### src/rtl/stream_xbar_pkg.sv
package stream_xbar_pkg;
  localparam int unsigned BYTE_W  = 8;
  localparam int unsigned ADDR_W  = 16;
  localparam int unsigned SUM_W   = 16;
  localparam int unsigned REG_AW  = 4;
  localparam int unsigned PORT_SRC = 0;
  localparam int unsigned PORT_SNK = 1;
  localparam int unsigned PORT_EXT = 2;

  typedef enum logic [REG_AW-1:0] {
    REG_ROUTE    = 4'd0,
    REG_STAT     = 4'd1,
    REG_SRC_ADDR = 4'd2,
    REG_SRC_LEN  = 4'd3,
    REG_SRC_CTRL = 4'd4,
    REG_SNK_ADDR = 4'd5,
    REG_SNK_LEN  = 4'd6,
    REG_SNK_CTRL = 4'd7,
    REG_SNK_SUM  = 4'd8
  } reg_e;

  function automatic logic [BYTE_W-1:0] gen_byte(logic [ADDR_W-1:0] a);
    return a[7:0] ^ a[15:8];
  endfunction
endpackage

### src/rtl/stream_xbar_route.sv
module stream_xbar_route #(
  parameter int unsigned P     = 4,
  parameter int unsigned SEL_W = 3
) (
  input  logic [P*SEL_W-1:0] cfg_i,
  input  logic [P*8-1:0]     prod_data_i,
  input  logic [P-1:0]       prod_valid_i,
  output logic [P-1:0]       prod_ready_o,
  output logic [P*8-1:0]     cons_data_o,
  output logic [P-1:0]       cons_valid_o,
  input  logic [P-1:0]       cons_ready_i
);
  // codes are unique per producer (enforced on write), so no fan-out merge
  always_comb begin
    logic [SEL_W-1:0] sel;
    prod_ready_o = '1;
    cons_data_o  = '0;
    cons_valid_o = '0;
    for (int c = 0; c < int'(P); c++) begin
      sel = cfg_i[c*SEL_W +: SEL_W];
      for (int p = 0; p < int'(P); p++) begin
        if (sel == SEL_W'(p + 1)) begin
          cons_valid_o[c]       = prod_valid_i[p];
          cons_data_o[c*8 +: 8] = prod_data_i[p*8 +: 8];
          prod_ready_o[p]       = cons_ready_i[c];
        end
      end
    end
  end
endmodule

### src/rtl/stream_xbar_xfer.sv
module stream_xbar_xfer #(
  parameter int unsigned LEN_W = 16
) (
  input  logic             clk_i,
  input  logic             rst_ni,
  input  logic             start_i,
  input  logic             stop_i,
  input  logic [LEN_W-1:0] len_i,
  input  logic             fire_i,
  output logic             active_o,
  output logic             busy_o,
  output logic             done_o,
  output logic [LEN_W-1:0] cnt_o
);
  logic             busy_q, done_q;
  logic [LEN_W-1:0] len_q, cnt_q;

  always_ff @(posedge clk_i or negedge rst_ni) begin
    if (!rst_ni) begin
      busy_q <= 1'b0;
      done_q <= 1'b0;
      len_q  <= '0;
      cnt_q  <= '0;
    end else if (start_i) begin
      busy_q <= 1'b1;
      done_q <= 1'b0;
      len_q  <= len_i;
      cnt_q  <= '0;
    end else if (stop_i) begin
      busy_q <= 1'b0;
    end else if (busy_q) begin
      if (cnt_q == len_q) begin
        busy_q <= 1'b0;
        done_q <= 1'b1;
      end else if (fire_i) begin
        cnt_q <= cnt_q + 1'b1;
      end
    end
  end

  assign active_o = busy_q && (cnt_q != len_q);
  assign busy_o   = busy_q;
  assign done_o   = done_q;
  assign cnt_o    = cnt_q;
endmodule

### src/rtl/stream_xbar_src.sv
module stream_xbar_src
  import stream_xbar_pkg::*;
#(
  parameter int unsigned LEN_W = 16
) (
  input  logic              clk_i,
  input  logic              rst_ni,
  input  logic              start_i,
  input  logic              stop_i,
  input  logic [ADDR_W-1:0] addr_i,
  input  logic [LEN_W-1:0]  len_i,
  output logic [BYTE_W-1:0] data_o,
  output logic              valid_o,
  input  logic              ready_i,
  output logic              busy_o,
  output logic              done_o
);
  logic [ADDR_W-1:0] base_q;
  logic [LEN_W-1:0]  cnt;
  logic              active;

  always_ff @(posedge clk_i or negedge rst_ni) begin
    if (!rst_ni)      base_q <= '0;
    else if (start_i) base_q <= addr_i;
  end

  stream_xbar_xfer #(.LEN_W(LEN_W)) u_xfer (
    .clk_i, .rst_ni, .start_i, .stop_i, .len_i,
    .fire_i  (active && ready_i),
    .active_o(active),
    .busy_o,
    .done_o,
    .cnt_o   (cnt)
  );

  assign valid_o = active;
  assign data_o  = gen_byte(base_q + ADDR_W'(cnt));
endmodule

### src/rtl/stream_xbar_snk.sv
module stream_xbar_snk
  import stream_xbar_pkg::*;
#(
  parameter int unsigned LEN_W = 16
) (
  input  logic              clk_i,
  input  logic              rst_ni,
  input  logic              start_i,
  input  logic              stop_i,
  input  logic [LEN_W-1:0]  len_i,
  input  logic [BYTE_W-1:0] data_i,
  input  logic              valid_i,
  output logic              ready_o,
  output logic              busy_o,
  output logic              done_o,
  output logic [SUM_W-1:0]  sum_o
);
  logic [SUM_W-1:0] sum_q;
  logic [LEN_W-1:0] unused_cnt;
  logic             active, fire;

  assign fire = active && valid_i;

  stream_xbar_xfer #(.LEN_W(LEN_W)) u_xfer (
    .clk_i, .rst_ni, .start_i, .stop_i, .len_i,
    .fire_i  (fire),
    .active_o(active),
    .busy_o,
    .done_o,
    .cnt_o   (unused_cnt)
  );

  always_ff @(posedge clk_i or negedge rst_ni) begin
    if (!rst_ni)      sum_q <= '0;
    else if (start_i) sum_q <= '0;
    else if (fire)    sum_q <= sum_q + SUM_W'(data_i);
  end

  assign ready_o = active;
  assign sum_o   = sum_q;
endmodule

### src/rtl/stream_xbar_regs.sv
module stream_xbar_regs
  import stream_xbar_pkg::*;
#(
  parameter int unsigned P     = 4,
  parameter int unsigned SEL_W = 3,
  parameter int unsigned LEN_W = 16
) (
  input  logic              clk_i,
  input  logic              rst_ni,
  input  logic [REG_AW-1:0] bus_addr_i,
  input  logic [31:0]       bus_wdata_i,
  input  logic              bus_we_i,
  output logic [31:0]       bus_rdata_o,
  output logic [P*SEL_W-1:0] cfg_o,
  output logic              err_o,
  output logic [ADDR_W-1:0] src_addr_o,
  output logic [LEN_W-1:0]  src_len_o,
  output logic              src_start_o,
  output logic              src_stop_o,
  output logic [LEN_W-1:0]  snk_len_o,
  output logic              snk_start_o,
  output logic              snk_stop_o,
  input  logic              src_busy_i,
  input  logic              src_done_i,
  input  logic              snk_busy_i,
  input  logic              snk_done_i,
  input  logic [SUM_W-1:0]  snk_sum_i
);
  localparam int unsigned CFG_W = P * SEL_W;

  logic [CFG_W-1:0]  cfg_q, wr_cfg;
  logic              err_q, cfg_ok, cfg_wr, busy_any;
  logic [ADDR_W-1:0] src_addr_q, snk_addr_q;
  logic [LEN_W-1:0]  src_len_q, snk_len_q;
  logic              unused_wdata;

  assign unused_wdata = ^bus_wdata_i;
  assign wr_cfg       = bus_wdata_i[CFG_W-1:0];
  assign busy_any     = src_busy_i | snk_busy_i;
  assign cfg_wr       = bus_we_i && (bus_addr_i == REG_ROUTE);

  always_comb begin
    cfg_ok = 1'b1;
    for (int c = 0; c < int'(P); c++) begin
      if (int'(wr_cfg[c*SEL_W +: SEL_W]) > int'(P)) cfg_ok = 1'b0;
      for (int d = c + 1; d < int'(P); d++) begin
        if (wr_cfg[c*SEL_W +: SEL_W] != '0 &&
            wr_cfg[c*SEL_W +: SEL_W] == wr_cfg[d*SEL_W +: SEL_W]) cfg_ok = 1'b0;
      end
    end
  end

  always_ff @(posedge clk_i or negedge rst_ni) begin
    if (!rst_ni) begin
      cfg_q      <= '0;
      err_q      <= 1'b0;
      src_addr_q <= '0;
      src_len_q  <= '0;
      snk_addr_q <= '0;
      snk_len_q  <= '0;
    end else if (bus_we_i) begin
      unique case (bus_addr_i)
        REG_ROUTE: begin
          if (busy_any || !cfg_ok) err_q <= 1'b1;
          else                     cfg_q <= wr_cfg;
        end
        REG_STAT:     if (bus_wdata_i[0]) err_q <= 1'b0;
        REG_SRC_ADDR: src_addr_q <= bus_wdata_i[ADDR_W-1:0];
        REG_SRC_LEN:  src_len_q  <= bus_wdata_i[LEN_W-1:0];
        REG_SNK_ADDR: snk_addr_q <= bus_wdata_i[ADDR_W-1:0];
        REG_SNK_LEN:  snk_len_q  <= bus_wdata_i[LEN_W-1:0];
        default: ;
      endcase
    end
  end

  assign src_start_o = bus_we_i && (bus_addr_i == REG_SRC_CTRL) && bus_wdata_i[0];
  assign src_stop_o  = bus_we_i && (bus_addr_i == REG_SRC_CTRL) && !bus_wdata_i[0] && bus_wdata_i[1];
  assign snk_start_o = bus_we_i && (bus_addr_i == REG_SNK_CTRL) && bus_wdata_i[0];
  assign snk_stop_o  = bus_we_i && (bus_addr_i == REG_SNK_CTRL) && !bus_wdata_i[0] && bus_wdata_i[1];

  always_comb begin
    bus_rdata_o = '0;
    case (bus_addr_i)
      REG_ROUTE:    bus_rdata_o = 32'(cfg_q);
      REG_STAT:     bus_rdata_o = {31'd0, err_q};
      REG_SRC_ADDR: bus_rdata_o = 32'(src_addr_q);
      REG_SRC_LEN:  bus_rdata_o = 32'(src_len_q);
      REG_SRC_CTRL: bus_rdata_o = {30'd0, src_done_i, src_busy_i};
      REG_SNK_ADDR: bus_rdata_o = 32'(snk_addr_q);
      REG_SNK_LEN:  bus_rdata_o = 32'(snk_len_q);
      REG_SNK_CTRL: bus_rdata_o = {30'd0, snk_done_i, snk_busy_i};
      REG_SNK_SUM:  bus_rdata_o = 32'(snk_sum_i);
      default:      bus_rdata_o = '0;
    endcase
  end

  assign cfg_o      = cfg_q;
  assign err_o      = err_q;
  assign src_addr_o = src_addr_q;
  assign src_len_o  = src_len_q;
  assign snk_len_o  = snk_len_q;
endmodule

### src/rtl/stream_xbar.sv
module stream_xbar
  import stream_xbar_pkg::*;
#(
  parameter int unsigned NUM_EXT = 2,
  parameter int unsigned LEN_W   = 16
) (
  input  logic                  clk_i,
  input  logic                  rst_ni,
  input  logic [REG_AW-1:0]     bus_addr_i,
  input  logic [31:0]           bus_wdata_i,
  input  logic                  bus_we_i,
  output logic [31:0]           bus_rdata_o,
  input  logic [NUM_EXT*8-1:0]  ext_in_data_i,
  input  logic [NUM_EXT-1:0]    ext_in_valid_i,
  output logic [NUM_EXT-1:0]    ext_in_ready_o,
  output logic [NUM_EXT*8-1:0]  ext_out_data_o,
  output logic [NUM_EXT-1:0]    ext_out_valid_o,
  input  logic [NUM_EXT-1:0]    ext_out_ready_i
);
  localparam int unsigned P     = NUM_EXT + PORT_EXT;
  localparam int unsigned SEL_W = $clog2(P + 1);
  localparam int unsigned CFG_W = P * SEL_W;

  logic [CFG_W-1:0]  cfg;
  logic [31:0]       cfg_word;
  logic              err;
  logic [P*8-1:0]    prod_data, cons_data;
  logic [P-1:0]      prod_valid, prod_ready, cons_valid, cons_ready;
  logic [ADDR_W-1:0] src_addr;
  logic [LEN_W-1:0]  src_len, snk_len;
  logic              src_start, src_stop, snk_start, snk_stop;
  logic              src_busy, src_done, snk_busy, snk_done;
  logic              src_valid, snk_ready;
  logic [7:0]        src_data;
  logic [SUM_W-1:0]  snk_sum;
  logic              any_busy;
  logic              unused_bits;

  assign any_busy = src_busy | snk_busy;
  assign cfg_word = 32'(cfg);

  stream_xbar_regs #(.P(P), .SEL_W(SEL_W), .LEN_W(LEN_W)) u_regs (
    .clk_i, .rst_ni, .bus_addr_i, .bus_wdata_i, .bus_we_i, .bus_rdata_o,
    .cfg_o       (cfg),
    .err_o       (err),
    .src_addr_o  (src_addr),
    .src_len_o   (src_len),
    .src_start_o (src_start),
    .src_stop_o  (src_stop),
    .snk_len_o   (snk_len),
    .snk_start_o (snk_start),
    .snk_stop_o  (snk_stop),
    .src_busy_i  (src_busy),
    .src_done_i  (src_done),
    .snk_busy_i  (snk_busy),
    .snk_done_i  (snk_done),
    .snk_sum_i   (snk_sum)
  );

  stream_xbar_src #(.LEN_W(LEN_W)) u_src (
    .clk_i, .rst_ni,
    .start_i (src_start),
    .stop_i  (src_stop),
    .addr_i  (src_addr),
    .len_i   (src_len),
    .data_o  (src_data),
    .valid_o (src_valid),
    .ready_i (prod_ready[PORT_SRC]),
    .busy_o  (src_busy),
    .done_o  (src_done)
  );

  stream_xbar_snk #(.LEN_W(LEN_W)) u_snk (
    .clk_i, .rst_ni,
    .start_i (snk_start),
    .stop_i  (snk_stop),
    .len_i   (snk_len),
    .data_i  (cons_data[PORT_SNK*8 +: 8]),
    .valid_i (cons_valid[PORT_SNK]),
    .ready_o (snk_ready),
    .busy_o  (snk_busy),
    .done_o  (snk_done),
    .sum_o   (snk_sum)
  );

  // source has no input lane, sink has no output lane
  assign prod_data  = {ext_in_data_i, 8'h00, src_data};
  assign prod_valid = {ext_in_valid_i, 1'b0, src_valid};
  assign cons_ready = {ext_out_ready_i, snk_ready, 1'b1};

  stream_xbar_route #(.P(P), .SEL_W(SEL_W)) u_route (
    .cfg_i        (cfg),
    .prod_data_i  (prod_data),
    .prod_valid_i (prod_valid),
    .prod_ready_o (prod_ready),
    .cons_data_o  (cons_data),
    .cons_valid_o (cons_valid),
    .cons_ready_i (cons_ready)
  );

  assign ext_in_ready_o  = prod_ready[P-1:PORT_EXT];
  assign ext_out_data_o  = cons_data[P*8-1:PORT_EXT*8];
  assign ext_out_valid_o = cons_valid[P-1:PORT_EXT];
  assign unused_bits     = ^{prod_ready[PORT_SNK], cons_data[7:0], cons_valid[PORT_SRC], err};
endmodule

### config.mk
export PLATFORM = sky130hd
export DESIGN_NAME = stream_xbar
export DESIGN_NICKNAME = d
export VERILOG_FILES = /design/src/rtl/stream_xbar_pkg.sv /design/src/rtl/stream_xbar_route.sv /design/src/rtl/stream_xbar_xfer.sv /design/src/rtl/stream_xbar_src.sv /design/src/rtl/stream_xbar_snk.sv /design/src/rtl/stream_xbar_regs.sv /design/src/rtl/stream_xbar.sv
export SDC_FILE = /design/constraint.sdc
export NUM_CORES = 1
export LEC_CHECK = 0
export CAP_MARGIN = 5
export CELL_PAD_IN_SITES_DETAIL_PLACEMENT = 0
export CELL_PAD_IN_SITES_GLOBAL_PLACEMENT = 1
export CORE_MARGIN = 5
export CORE_UTILIZATION = 45
export CTS_CLUSTER_SIZE = 25
export DETAILED_ROUTE_END_ITERATION = 10
export DONT_BUFFER_PORTS = 1
export PLACE_DENSITY = 0.75
export SLEW_MARGIN = 20
export SYNTH_ARGS = -nofsm -noshare
export SYNTH_HDL_FRONTEND = slang
export SYNTH_SLANG_ARGS = --single-unit
### constraint.sdc
create_clock -name clk_i -period 4.17 [get_ports clk_i]
set_input_delay 0.2085 -clock clk_i [delete_from_list [all_inputs] [get_ports clk_i]]
set_output_delay 0.2085 -clock clk_i [all_outputs]
set_load 0.1 [all_outputs]
==> impl_metrics.yaml <==
critical_path:
  cp-end-kind: "register"
  worstSetupStartpointType: "register"
  cp.arrival_ps: 4410
  reg2reg_slack_ps: 120
  worstPathMaxFanout: 8
  worstSetupPathType: "reg2reg"
  worstPathRequired_ps: 4520
finish:
  final_common_cell: "nand2_1"
  syn_to_final_growth_pct: 15.6
  drive_gt1_share_pct: 21.0
  final_area_um2: 12000
  finalNonFillerCells: 1443
  n_antenna_cell: 0
  utilization_pct: 52.9
  nets: 1233
  final_cell_mix: "nand2_1, dfrtp_1, mux2_2, buf_4, a21oi_1"
  fill_cells: 2066
synthesis:
  yosysTopAreaCell: "dfrtp_1"
  synth_area_um2: 10400
  ys_types: 72
  ys_ff_latch: 177
  yosysSeqAreaShare_pct: 42.7
  ys_dominant_reg_cell: "dfrtp_1"
  synth_area_leaders: "dfrtp_1, mux2_2, nand2_1"
  synth_warnings: 0
  synth_edf_count: 0
  ys_async_sr_fraction_pct: 100
  netlist.area_leader.share_pct: 42.7
  syn_area_per_cell_um2: 9.45
  syn_inst: 1099
floorplan:
  io_pins: 111
  core-area_um2: 22700
  num_rows: 55
  die_w_um: 162
  die-height_um: 162
  start_util_pct: 45.7
  die_area_um2: 26200
routing:
  routed_wirelength_mm: 31.0
  viasPerCell: 5.91
  drt-initial-drc-count: 671
  ant_nets: 0
  vias: 8532
  drc: 0
  wl_per_cell_um: 21.5
  first_pass_iters: 6
cts:
  cts_root_buffer: "clkbuf_16"
  cts.sinks: 177
  hold_buffers: 18
  cts_tree: "built"
  cts.reportedPaths.clkPinSlew_ps: 80
  cts_buffers: 17
  clk_latency_ps: 450
  cts_buffer_depth: 2
  cts_htree_levels: 4
sta:
  hold_slack_ps: -525
  slew_violations: 0
  setup_tns_ps: 0
  layout_setup_ws_ps: 118
  final_hold_viol_count: 177
  setup_viol: 0
  clock.fmax_mhz: 247
  min_period_ps: 4050
  rsz0062_at_grt: "true"
  slew_headroom_pct: 23.4
  fin_crit_sh_pct: 97.2
  tightest_slew_ps: 1150
  fin_skew_ps: 19.6
grt:
  antenna_found_initial: 3
  grt_overflow: 0
  grt_pass1_wl_mm: 47.2
  grt_max_degree: 178
  grt_pass1_vias: 7921
  grt_use_total_pct: 23.3
power:
  power_density_nw_per_um2: 477
  p_leak_nw: 5.50
  vdd_drop_max_mv: 0.210
place:
  placedCellCount: 1389
  place_area_um2: 11100
  port_buffers: 0
  post-place-ws_ps: -166
  hpwlAfterDp_mm: 22.0
  gp_congestion: 0.870
hold_path:
  hold_class: "in2async"
run_status:
  violations: "hold timing"
  outcome: "finished with violations"
run:
  max_cap_viol_count: 0
power breakdown:
group | switching (mW) | internal [mW]
clock network | 0.782 | 0.854
registers | 0.275 | 2.01
logic | 1.04 | 0.773
total | 2.09 | 3.63
cell type report:
cell class | count | area, um2 | share of cell area [%]
clock buffer | 17 | 425 | 3.54
clock inverter | 15 | 168 | 1.40
inverter | 25 | 93.8 | 0.781
multi-input combinational | 839 | 5770 | 48.1
sequential | 177 | 4430 | 36.9
tap | 285 | 357 | 2.97
timing repair buffer | 85 | 763 | 6.36
worst max-delay path, stage by stage (launching register included):
cell,delay (ps)
dfrtp_1,390
ha_2,210
fa_2,350
a211oi_2,280
o21ai_2,110
a311o_1,400
nand2_2,90
xnor2_2,90
mux2_2,270
a22o_1,220
ha_4,280
or3_1,100
o21ai_1,90
nor3_2,190
a211oi_2,60
buf_4,170
or4_1,500
a21oi_1,140
final timing paths:
path                                        from               endpoint  cells past startpoint
min in group clk_i                 bus_addr_i[1]        u_src.base_q[8]                      3
max in group asynchronous                 rst_ni  u_src.u_xfer.cnt_o[5]                      0
setup / recovery           u_src.u_xfer.cnt_o[0]        u_snk.sum_o[11]                     17
setup reg to reg           u_src.u_xfer.cnt_o[0]        u_snk.sum_o[11]                     17
hold / removal                            rst_ni         u_snk.sum_o[2]                      0
hold reg to reg              u_regs.snk_len_o[4]  u_snk.u_xfer.len_q[4]                      2
stage by stage:
step	power (mW)	hold WS [ps]
finish	5.73	-525
detailed placement	4.02	-72.1
global placement	4.00	-77.6
global route	6.01	-544
CTS	5.70	-546
floorplan	3.50	-87.1
sequential cells by signal, indices dropped and copies added, names as in the netlist, 12 cells and up:
register,count
u_regs.snk_addr_q,16
u_src.base_q,16
u_regs.cfg_o,12
u_regs.src_len_o,16
u_src.u_xfer.len_q,16
u_snk.u_xfer.cnt_o,16
u_src.u_xfer.cnt_o,16
u_snk.u_xfer.len_q,16
u_snk.sum_o,16
u_regs.src_addr_o,16
u_regs.snk_len_o,16
cells in the mapped netlist, drive strengths merged, types with 2 or more instances:
| cell | count |
|---|---|
| o32ai | 3 |
| or3 | 14 |
| nor2b | 6 |
| and3 | 7 |
| nand3 | 23 |
| a32oi | 12 |
| o21a | 4 |
| clkbuf | 45 |
| xnor2 | 38 |
| nand4 | 13 |
| nor4 | 7 |
| and2 | 3 |
| nand2 | 221 |
| o211ai | 14 |
| mux2i | 21 |
| o22ai | 4 |
| fa | 2 |
| nand2b | 13 |
| o41ai | 2 |
| a221o | 3 |
| a41oi | 3 |
| a21o | 5 |
| a31oi | 5 |
| o21ai | 63 |
| a21oi | 51 |
| o31ai | 12 |
| and4 | 2 |
| nor3 | 10 |
| a222oi | 10 |
| a22o | 9 |
| or4 | 18 |
| buf | 28 |
| a211oi | 6 |
| o2111ai | 3 |
| xor2 | 30 |
| inv | 25 |
| ha | 27 |
| dfrtp | 177 |
| or2 | 6 |
| mux2 | 79 |
| a22oi | 8 |
| nor2 | 47 |
| nor3b | 4 |
repair_timing:
action,4_1_cts,5_1_grt
pin swaps,2,16
setup endpoints to repair,8,8
hold endpoints to repair,251,177
gates resized for setup,6,17
setup buffers,0,4
metal layers:
| metal | share of wire [%] | GRT usage [%] | vias up |
|---|---|---|---|
| li1 | - | - | 4024 |
| met1 | 46 | 33.5 | 4233 |
| met2 | 47 | 36.8 | 244 |
| met3 | 6.1 | 4.31 | 31 |
| met4 | 1.6 | 5.65 | 0 |
| met5 | 0 | 0 | - |
cells by family after synthesis:
family / synth area share (%)
AOI/OAI and AO/OA: 15.2
xor gates and xnor gates: 5.74
DFF: 42.7
muxes: 10.6
buffers and inverters: 4.43
other: 0.0361
and+or+nand+nor: 17.7
adders and majority gates: 3.64
(Power assumes the default switching activity.)
